### src/rtl/bcdclk_pkg.sv
// Package: shared BCD helpers and register masks for the calendar clock.
// Assumes every operand is valid packed BCD.
package bcdclk_pkg;

    localparam int NREG  = 8;
    localparam int RBITS = 8;

    // Keep-mask for each register; zero bits always read zero.
    function automatic logic [RBITS-1:0] reg_mask(input int idx);
        case (idx)
            1, 2:    return 8'h7F;
            3:       return 8'hBF;
            4:       return 8'h37;
            5:       return 8'h3F;
            6:       return 8'h1F;
            default: return 8'hFF;
        endcase
    endfunction

    // Increment a two-digit packed BCD value (no wrap handling).
    function automatic logic [RBITS-1:0] bcd_inc(input logic [RBITS-1:0] v);
        if (v[3:0] >= 4'd9)
            return {v[7:4] + 4'd1, 4'd0};
        return {v[7:4], v[3:0] + 4'd1};
    endfunction

    // Year divisible by four, from its two BCD digits.
    function automatic logic bcd_leap(input logic [RBITS-1:0] yr);
        if (yr[4])
            return (yr[3:0] == 4'd2) || (yr[3:0] == 4'd6);
        return (yr[3:0] == 4'd0) || (yr[3:0] == 4'd4) || (yr[3:0] == 4'd8);
    endfunction

    // Last date of a month, in BCD.
    function automatic logic [RBITS-1:0] month_last(input logic [RBITS-1:0] mon,
                                                    input logic [RBITS-1:0] yr);
        case (mon)
            8'h02:                      return bcd_leap(yr) ? 8'h29 : 8'h28;
            8'h04, 8'h06, 8'h09, 8'h11: return 8'h30;
            default:                    return 8'h31;
        endcase
    endfunction

endpackage

### src/rtl/bcd_wrap_counter.sv
// Module: two-digit BCD counter with a run-time upper limit.
// On a step at or above the limit it returns to MINV and flags a wrap.
// Assumes loaded values are valid BCD; a load wins over a step.
module bcd_wrap_counter
    import bcdclk_pkg::*;
#(
    parameter logic [7:0] MINV = 8'h00,
    parameter logic [7:0] RSTV = 8'h00
) (
    input  logic       clk,
    input  logic       rst_n,
    input  logic       step,
    input  logic       load,
    input  logic [7:0] ld_val,
    input  logic [7:0] maxv,
    output logic [7:0] val,
    output logic       wrap
);

    logic at_top;
    assign at_top = (val >= maxv);
    assign wrap   = step && at_top;

    // Count state: reset, load, or advance on step.
    always_ff @(posedge clk) begin
        if (!rst_n)
            val <= RSTV;
        else if (load)
            val <= ld_val;
        else if (step)
            val <= at_top ? MINV : bcd_inc(val);
    end

    // a step at the limit lands on the minimum value.
    p_wrap_to_min_r2: assert property (@(posedge clk) disable iff (!rst_n)
        (step && !load && at_top) |=> (val == MINV));

    // with no step and no load the value holds.
    p_idle_hold_r7: assert property (@(posedge clk) disable iff (!rst_n)
        (!step && !load) |=> $stable(val));

endmodule

### src/rtl/cal_hour_ctr.sv
// Module: hours register with run-time 12/24-hour encoding.
// Bit 7 picks 12-hour mode, bit 5 is PM there, bit 6 is always zero.
// Assumes loads carry valid BCD for the selected mode.
module cal_hour_ctr
    import bcdclk_pkg::*;
(
    input  logic       clk,
    input  logic       rst_n,
    input  logic       step,
    input  logic       load,
    input  logic [7:0] ld_val,
    output logic [7:0] hours,
    output logic       wrap
);

    logic       mode12, pm;
    logic [7:0] h12, h24, nxt;
    logic       top;

    assign mode12 = hours[7];
    assign pm     = hours[5];
    assign h12    = {3'b000, hours[4:0]};
    assign h24    = {2'b00, hours[5:0]};

    // Next hour value and day-wrap condition for the active mode.
    always_comb begin
        top = 1'b0;
        nxt = hours;
        if (mode12) begin
            if (h12 == 8'h12) begin
                nxt = {1'b1, 1'b0, pm, 5'h01};
            end else if (h12 == 8'h11) begin
                nxt = {1'b1, 1'b0, ~pm, 5'h12};
                top = pm;
            end else begin
                nxt = {1'b1, 1'b0, pm, bcd_inc(h12)[4:0]};
            end
        end else begin
            if (h24 >= 8'h23) begin
                nxt = 8'h00;
                top = 1'b1;
            end else begin
                nxt = bcd_inc(h24);
            end
        end
    end

    assign wrap = step && top;

    // Hours state: reset, masked load, or step.
    always_ff @(posedge clk) begin
        if (!rst_n)
            hours <= 8'h00;
        else if (load)
            hours <= ld_val & reg_mask(3);
        else if (step)
            hours <= nxt;
    end

    // stepping from 11 in 12-hour mode flips the PM flag.
    p_pm_flip_r4: assert property (@(posedge clk) disable iff (!rst_n)
        (step && !load && mode12 && h12 == 8'h11) |=> (hours[5] != $past(hours[5])));

    // in 24-hour mode a step from 23 gives midnight.
    p_midnight_r3: assert property (@(posedge clk) disable iff (!rst_n)
        (step && !load && !mode12 && h24 == 8'h23) |=> (hours == 8'h00));

endmodule

### src/rtl/bcd_calendar_core.sv
// Module: BCD time-of-day and calendar core with bulk load and read.
// Advances on a 100 Hz enable unless halted; a load overrides a tick.
// Assumes the enable is a single-cycle pulse and loads carry valid BCD.
module bcd_calendar_core
    import bcdclk_pkg::*;
(
    input  logic        clk,
    input  logic        rst_n,
    input  logic        tick,
    input  logic        load,
    input  logic [63:0] load_data,
    output logic [63:0] regs
);

    localparam int BUSW = NREG * RBITS;

    // Full-bus mask built from the per-register masks.
    function automatic logic [BUSW-1:0] bus_mask();
        logic [BUSW-1:0] m;
        for (int i = 0; i < NREG; i++)
            m[i*RBITS +: RBITS] = reg_mask(i);
        return m;
    endfunction
    localparam logic [BUSW-1:0] BUS_MASK = bus_mask();

    logic [RBITS-1:0] ld_b [NREG];
    logic [RBITS-1:0] cur  [NREG];
    logic [RBITS-1:0] dow;
    logic             halt, rst_en;
    logic             run;
    logic             w_hs, w_sec, w_min, w_hr, w_dow, w_date, w_mon, w_yr;

    genvar gi;
    generate
        for (gi = 0; gi < NREG; gi++) begin : g_bus
            assign ld_b[gi] = load_data[gi*RBITS +: RBITS] & reg_mask(gi);
            assign regs[gi*RBITS +: RBITS] = cur[gi];
        end
    endgenerate

    assign run    = tick && !halt && !load;
    assign cur[4] = {2'b00, halt, rst_en, 1'b0, dow[2:0]};

    bcd_wrap_counter #(.MINV(8'h00), .RSTV(8'h00)) u_hund (
        .clk(clk), .rst_n(rst_n), .step(run), .load(load), .ld_val(ld_b[0]),
        .maxv(8'h99), .val(cur[0]), .wrap(w_hs));

    bcd_wrap_counter #(.MINV(8'h00), .RSTV(8'h00)) u_sec (
        .clk(clk), .rst_n(rst_n), .step(w_hs), .load(load), .ld_val(ld_b[1]),
        .maxv(8'h59), .val(cur[1]), .wrap(w_sec));

    bcd_wrap_counter #(.MINV(8'h00), .RSTV(8'h00)) u_min (
        .clk(clk), .rst_n(rst_n), .step(w_sec), .load(load), .ld_val(ld_b[2]),
        .maxv(8'h59), .val(cur[2]), .wrap(w_min));

    cal_hour_ctr u_hour (
        .clk(clk), .rst_n(rst_n), .step(w_min), .load(load), .ld_val(load_data[31:24]),
        .hours(cur[3]), .wrap(w_hr));

    bcd_wrap_counter #(.MINV(8'h01), .RSTV(8'h01)) u_dow (
        .clk(clk), .rst_n(rst_n), .step(w_hr), .load(load), .ld_val({5'b0, ld_b[4][2:0]}),
        .maxv(8'h07), .val(dow), .wrap(w_dow));

    bcd_wrap_counter #(.MINV(8'h01), .RSTV(8'h01)) u_date (
        .clk(clk), .rst_n(rst_n), .step(w_hr), .load(load), .ld_val(ld_b[5]),
        .maxv(month_last(cur[6], cur[7])), .val(cur[5]), .wrap(w_date));

    bcd_wrap_counter #(.MINV(8'h01), .RSTV(8'h01)) u_mon (
        .clk(clk), .rst_n(rst_n), .step(w_date), .load(load), .ld_val(ld_b[6]),
        .maxv(8'h12), .val(cur[6]), .wrap(w_mon));

    bcd_wrap_counter #(.MINV(8'h00), .RSTV(8'h00)) u_year (
        .clk(clk), .rst_n(rst_n), .step(w_mon), .load(load), .ld_val(ld_b[7]),
        .maxv(8'h99), .val(cur[7]), .wrap(w_yr));

    // Control flags held in the day register; both set by reset.
    always_ff @(posedge clk) begin
        if (!rst_n) begin
            halt   <= 1'b1;
            rst_en <= 1'b1;
        end else if (load) begin
            halt   <= load_data[37];
            rst_en <= load_data[36];
        end
    end

    // while halted and not loading, the whole bus holds.
    p_halt_freeze_r7: assert property (@(posedge clk) disable iff (!rst_n)
        (halt && !load) |=> $stable(regs));

    // zero bits never hold a one.
    p_zero_bits_r9: assert property (@(posedge clk) disable iff (!rst_n)
        ((regs & ~BUS_MASK) == '0));

    // a load shows its masked data one cycle later, tick or not.
    p_load_wins_r10: assert property (@(posedge clk) disable iff (!rst_n)
        load |=> (regs == ($past(load_data) & BUS_MASK)));

    // the day of week stays within 1..7 once counting from reset.
    p_dow_range_r5: assert property (@(posedge clk) disable iff (!rst_n)
        (!load && dow >= 8'h01 && dow <= 8'h07) |=> (dow >= 8'h01 && dow <= 8'h07));

endmodule

### config.mk
export PLATFORM = sky130hd
export DESIGN_NAME = bcd_calendar_core
export DESIGN_NICKNAME = d
export VERILOG_FILES = /design/src/rtl/bcdclk_pkg.sv /design/src/rtl/bcd_wrap_counter.sv /design/src/rtl/cal_hour_ctr.sv /design/src/rtl/bcd_calendar_core.sv
export SDC_FILE = /design/constraint.sdc
export NUM_CORES = 1
export LEC_CHECK = 0
export ABC_AREA = 1
export BUFFER_PORTS_ARGS = -buffer_cell sky130_fd_sc_hd__buf_2
export CAP_MARGIN = 5
export CORE_ASPECT_RATIO = 1.75
export CORE_MARGIN = 2
export CORE_UTILIZATION = 52
export CTS_CLUSTER_SIZE = 28
export DETAILED_ROUTE_END_ITERATION = 6
export PLACE_DENSITY = 0.86
export SYNTH_ARGS = -nofsm -noshare
export SYNTH_HDL_FRONTEND = slang
export SYNTH_HIERARCHICAL = 1
export SYNTH_SLANG_ARGS = --single-unit
### constraint.sdc
create_clock -name clk -period 2.81 [get_ports clk]
set_input_delay 0.4215 -clock clk [delete_from_list [all_inputs] [get_ports clk]]
set_output_delay 0.4215 -clock clk [all_outputs]
set_load 0.01 [all_outputs]
==> results.json <==
{
  "finalSetupViolations": 0,
  "vias_in_the_first_global_route": 6634,
  "die-width_um": 90.7,
  "finalCriticalPeriod_ns": 2.58,
  "routed_wire_length_per_instance_um": 11.5,
  "timing.max_cap.violations": 0,
  "period_share_pct": 91.8,
  "power.density_nw_per_um2": 395,
  "hold_viol": 0,
  "post_route_cells_drive_above_1_share_pct": 26.1,
  "path_delay_family": "simple AND/OR/NAND/NOR gates",
  "mappedNetlistArea_um2": 6840,
  "hold_ws_ns": 0.301,
  "total_power_mw": 3.33,
  "ant_nets": 0,
  "layout_overhead_on_the_synthesized_area_pct": 23.0,
  "power.switching_fraction_pct": 36.4,
  "setup.worst_path.class": "reg2reg",
  "drt-initial-drc-count": 260,
  "mostFrequentLayoutCells": "sky130_fd_sc_hd__nand2_1 (218), sky130_fd_sc_hd__inv_1 (144), sky130_fd_sc_hd__buf_2 (116), sky130_fd_sc_hd__nor2_1 (105), sky130_fd_sc_hd__ha_1 (89)",
  "start_util_pct": 53.2,
  "i_o_pin_count": 132,
  "cts_inserted_buffers": 9,
  "crit_path_frequent_cell": "sky130_fd_sc_hd__nand2_1",
  "utilization_pct": 65.4,
  "core-area_um2": 12900,
  "setup_slack_ns": 0.230,
  "clk_pin_slew_worst_paths_ns": 0.05,
  "combinationalPowerShare_pct": 35.4,
  "start_kind": "flip-flop",
  "die_height_um": 156,
  "die_area_um2": 14100,
  "normalized_max_slew_margin_pct": 53.9,
  "gr-usage-all-layers_pct": 23.2,
  "detailedPlace.worstSlack_ns": 0.0129,
  "route.final.wire_length_um": 16100,
  "part_of_the_total_power_dissipated_in_sequential_elements_pct": 33.6,
  "ctsLongestPathBuffers": 2,
  "clkSinkCount": 66,
  "run_status": "complete, no violations",
  "htreeDepth": 3,
  "post_synth.cell_area_avg_um2": 6.78,
  "insertion_delay_ns": 0.33,
  "cp_max_fanout": 8,
  "critPathSlowestCell": "sky130_fd_sc_hd__dfxtp_1",
  "number_of_antenna_violations_at_the_first_check_in_global_routing": 0,
  "cp_slowest_stage_delay_ns": 0.39,
  "buffer_and_inverter_count_on_the_worst_path": 5,
  "timing_worst_slew_pin_value_ns": 0.692,
  "maxSlewViolCount": 0,
  "switching_pwr_mw": 1.21,
  "hpwl_um": 12400,
  "post_detailed_route_drc_marker_count": 0,
  "finalWeightedCongestion": 0.875,
  "place_area_um2": 8030,
  "cell_internal_pwr_mw": 2.12,
  "path_cells": "nor2_4, nand2_1, nor2_1, nand3_1, nand2_1, inv_1, ha_1, inv_1, nand2_1, nand2_1, nand2_1, nand2_1, nand2_2, nand2_4, nand2_4, nand2_1, inv_2, buf_4, nor2_4, clkinv_2, nand2_4, nand2_1, nand2_1, nor2_2",
  "overflow_left_after_global_routing": 0,
  "upper_clock_frequency_limit_ghz": 0.388,
  "final_antenna_diode_count": 0,
  "cts_tree": "done",
  "worst-endpoint-required_ns": 3.04,
  "ys_warn_count": 6,
  "finalClockSkew_ns": 0.00510,
  "root_buffer_selected_by_cts": "sky130_fd_sc_hd__clkbuf_16",
  "final_nets": 1381,
  "most_frequent_standard_cell_in_the_layout_excluding_fill_and_tap_cells": "sky130_fd_sc_hd__nand2_1",
  "route.detailed.vias_per_inst": 4.93,
  "floorplan.rows": 55,
  "drtPass1Iterations": 4,
  "largest_net_degree_at_the_start_of_global_routing": 90,
  "clock_power_share_pct": 31.0,
  "static-leakage-power_nw": 4.66,
  "crit_path_end_kind": "flip-flop",
  "vias": 6898,
  "layout.cell_area.non_filler_um2": 8420,
  "grt_first_pass_wirelength_um": 27600,
  "crit_arrival_ns": 2.81,
  "port_buffers": 117,
  "worst_hold_path_type": "in2reg",
  "peakVddDrop_uv": 393,
  "netlist_instances": 1009
}
-- power groups by stage --
stage / clock [mW] / sequential, mW / combinational, mW
2_1_floorplan: 0 / 1.17 / 0.788
3_3_place_gp: 0 / 1.14 / 1.11
3_5_place_dp: 0 / 1.14 / 1.14
4_1_cts: 1.06 / 1.12 / 1.15
5_1_grt: 1.10 / 1.13 / 1.33
6_report: 1.03 / 1.12 / 1.18
-- through the flow --
stage | setup TNS [ns] | instances
after global placement | 0 | 1376
after floorplan | 0 | 1075
after detailed placement | 0 | 1376
after global routing | -0.0102 | 1399
final | 0 | 1399
after CTS | 0 | 1393
-- sequential cells by signal (all words and copies together), names as in the netlist, 8 cells and up --
name,flops
u_dow/val,8
u_sec/val,8
u_hund/val,8
u_min/val,8
u_date/val,8
u_hour/hours,8
u_mon/val,8
u_year/val,8
-- per-layer routing --
layer,up-vias,global-route usage [%],wire [µm]
li1,3597,-,-
met1,3105,22.4,6210
met2,169,48.3,8910
met3,27,2.80,656
met4,0,8.86,341
met5,-,0,0
-- cell type report --
cell class | count | area (µm²)
Clock buffer | 13 | 250
Clock inverter | 3 | 15.0
Fill cell | 1149 | 4450
Inverter | 181 | 688
Multi-Input combinational cell | 814 | 5050
Sequential cell | 66 | 1330
Tap cell | 171 | 214
Timing Repair Buffer | 151 | 872
-- worst register-to-register path: cells and delay by family (launching register included) --
| family | cells | cell delay [ns] |
|---|---|---|
| fa+ha+maj | 1 | 0.27 |
| buf+inv | 5 | 0.40 |
| flops | 1 | 0.39 |
| simple gates | 18 | 1.44 |
-- what timing repair did --
item / CTS / global route
pin swaps: 0 / 8
setup buffers: 1 / 6
setup endpoints to repair: 1 / 25
hold buffers: 0 / 0
resized for setup: 0 / 25
-- path summary, 6_finish.rpt --
| path | endpoint | cells after the start | start | slack [ns] |
|---|---|---|---|---|
| worst min register to register | u_hour/hours[6] | 2 | u_hour/hours[6] | 0.43 |
| worst max register to register | u_mon/val[5] | 24 | u_mon/val[7] | 0.23 |
| worst max-delay path | u_mon/val[5] | 24 | u_mon/val[7] | 0.23 |
| worst min-delay path | rst_en | 3 | load_data[36] | 0.30 |
No activity file was read; power rests on OpenSTA's default activity.
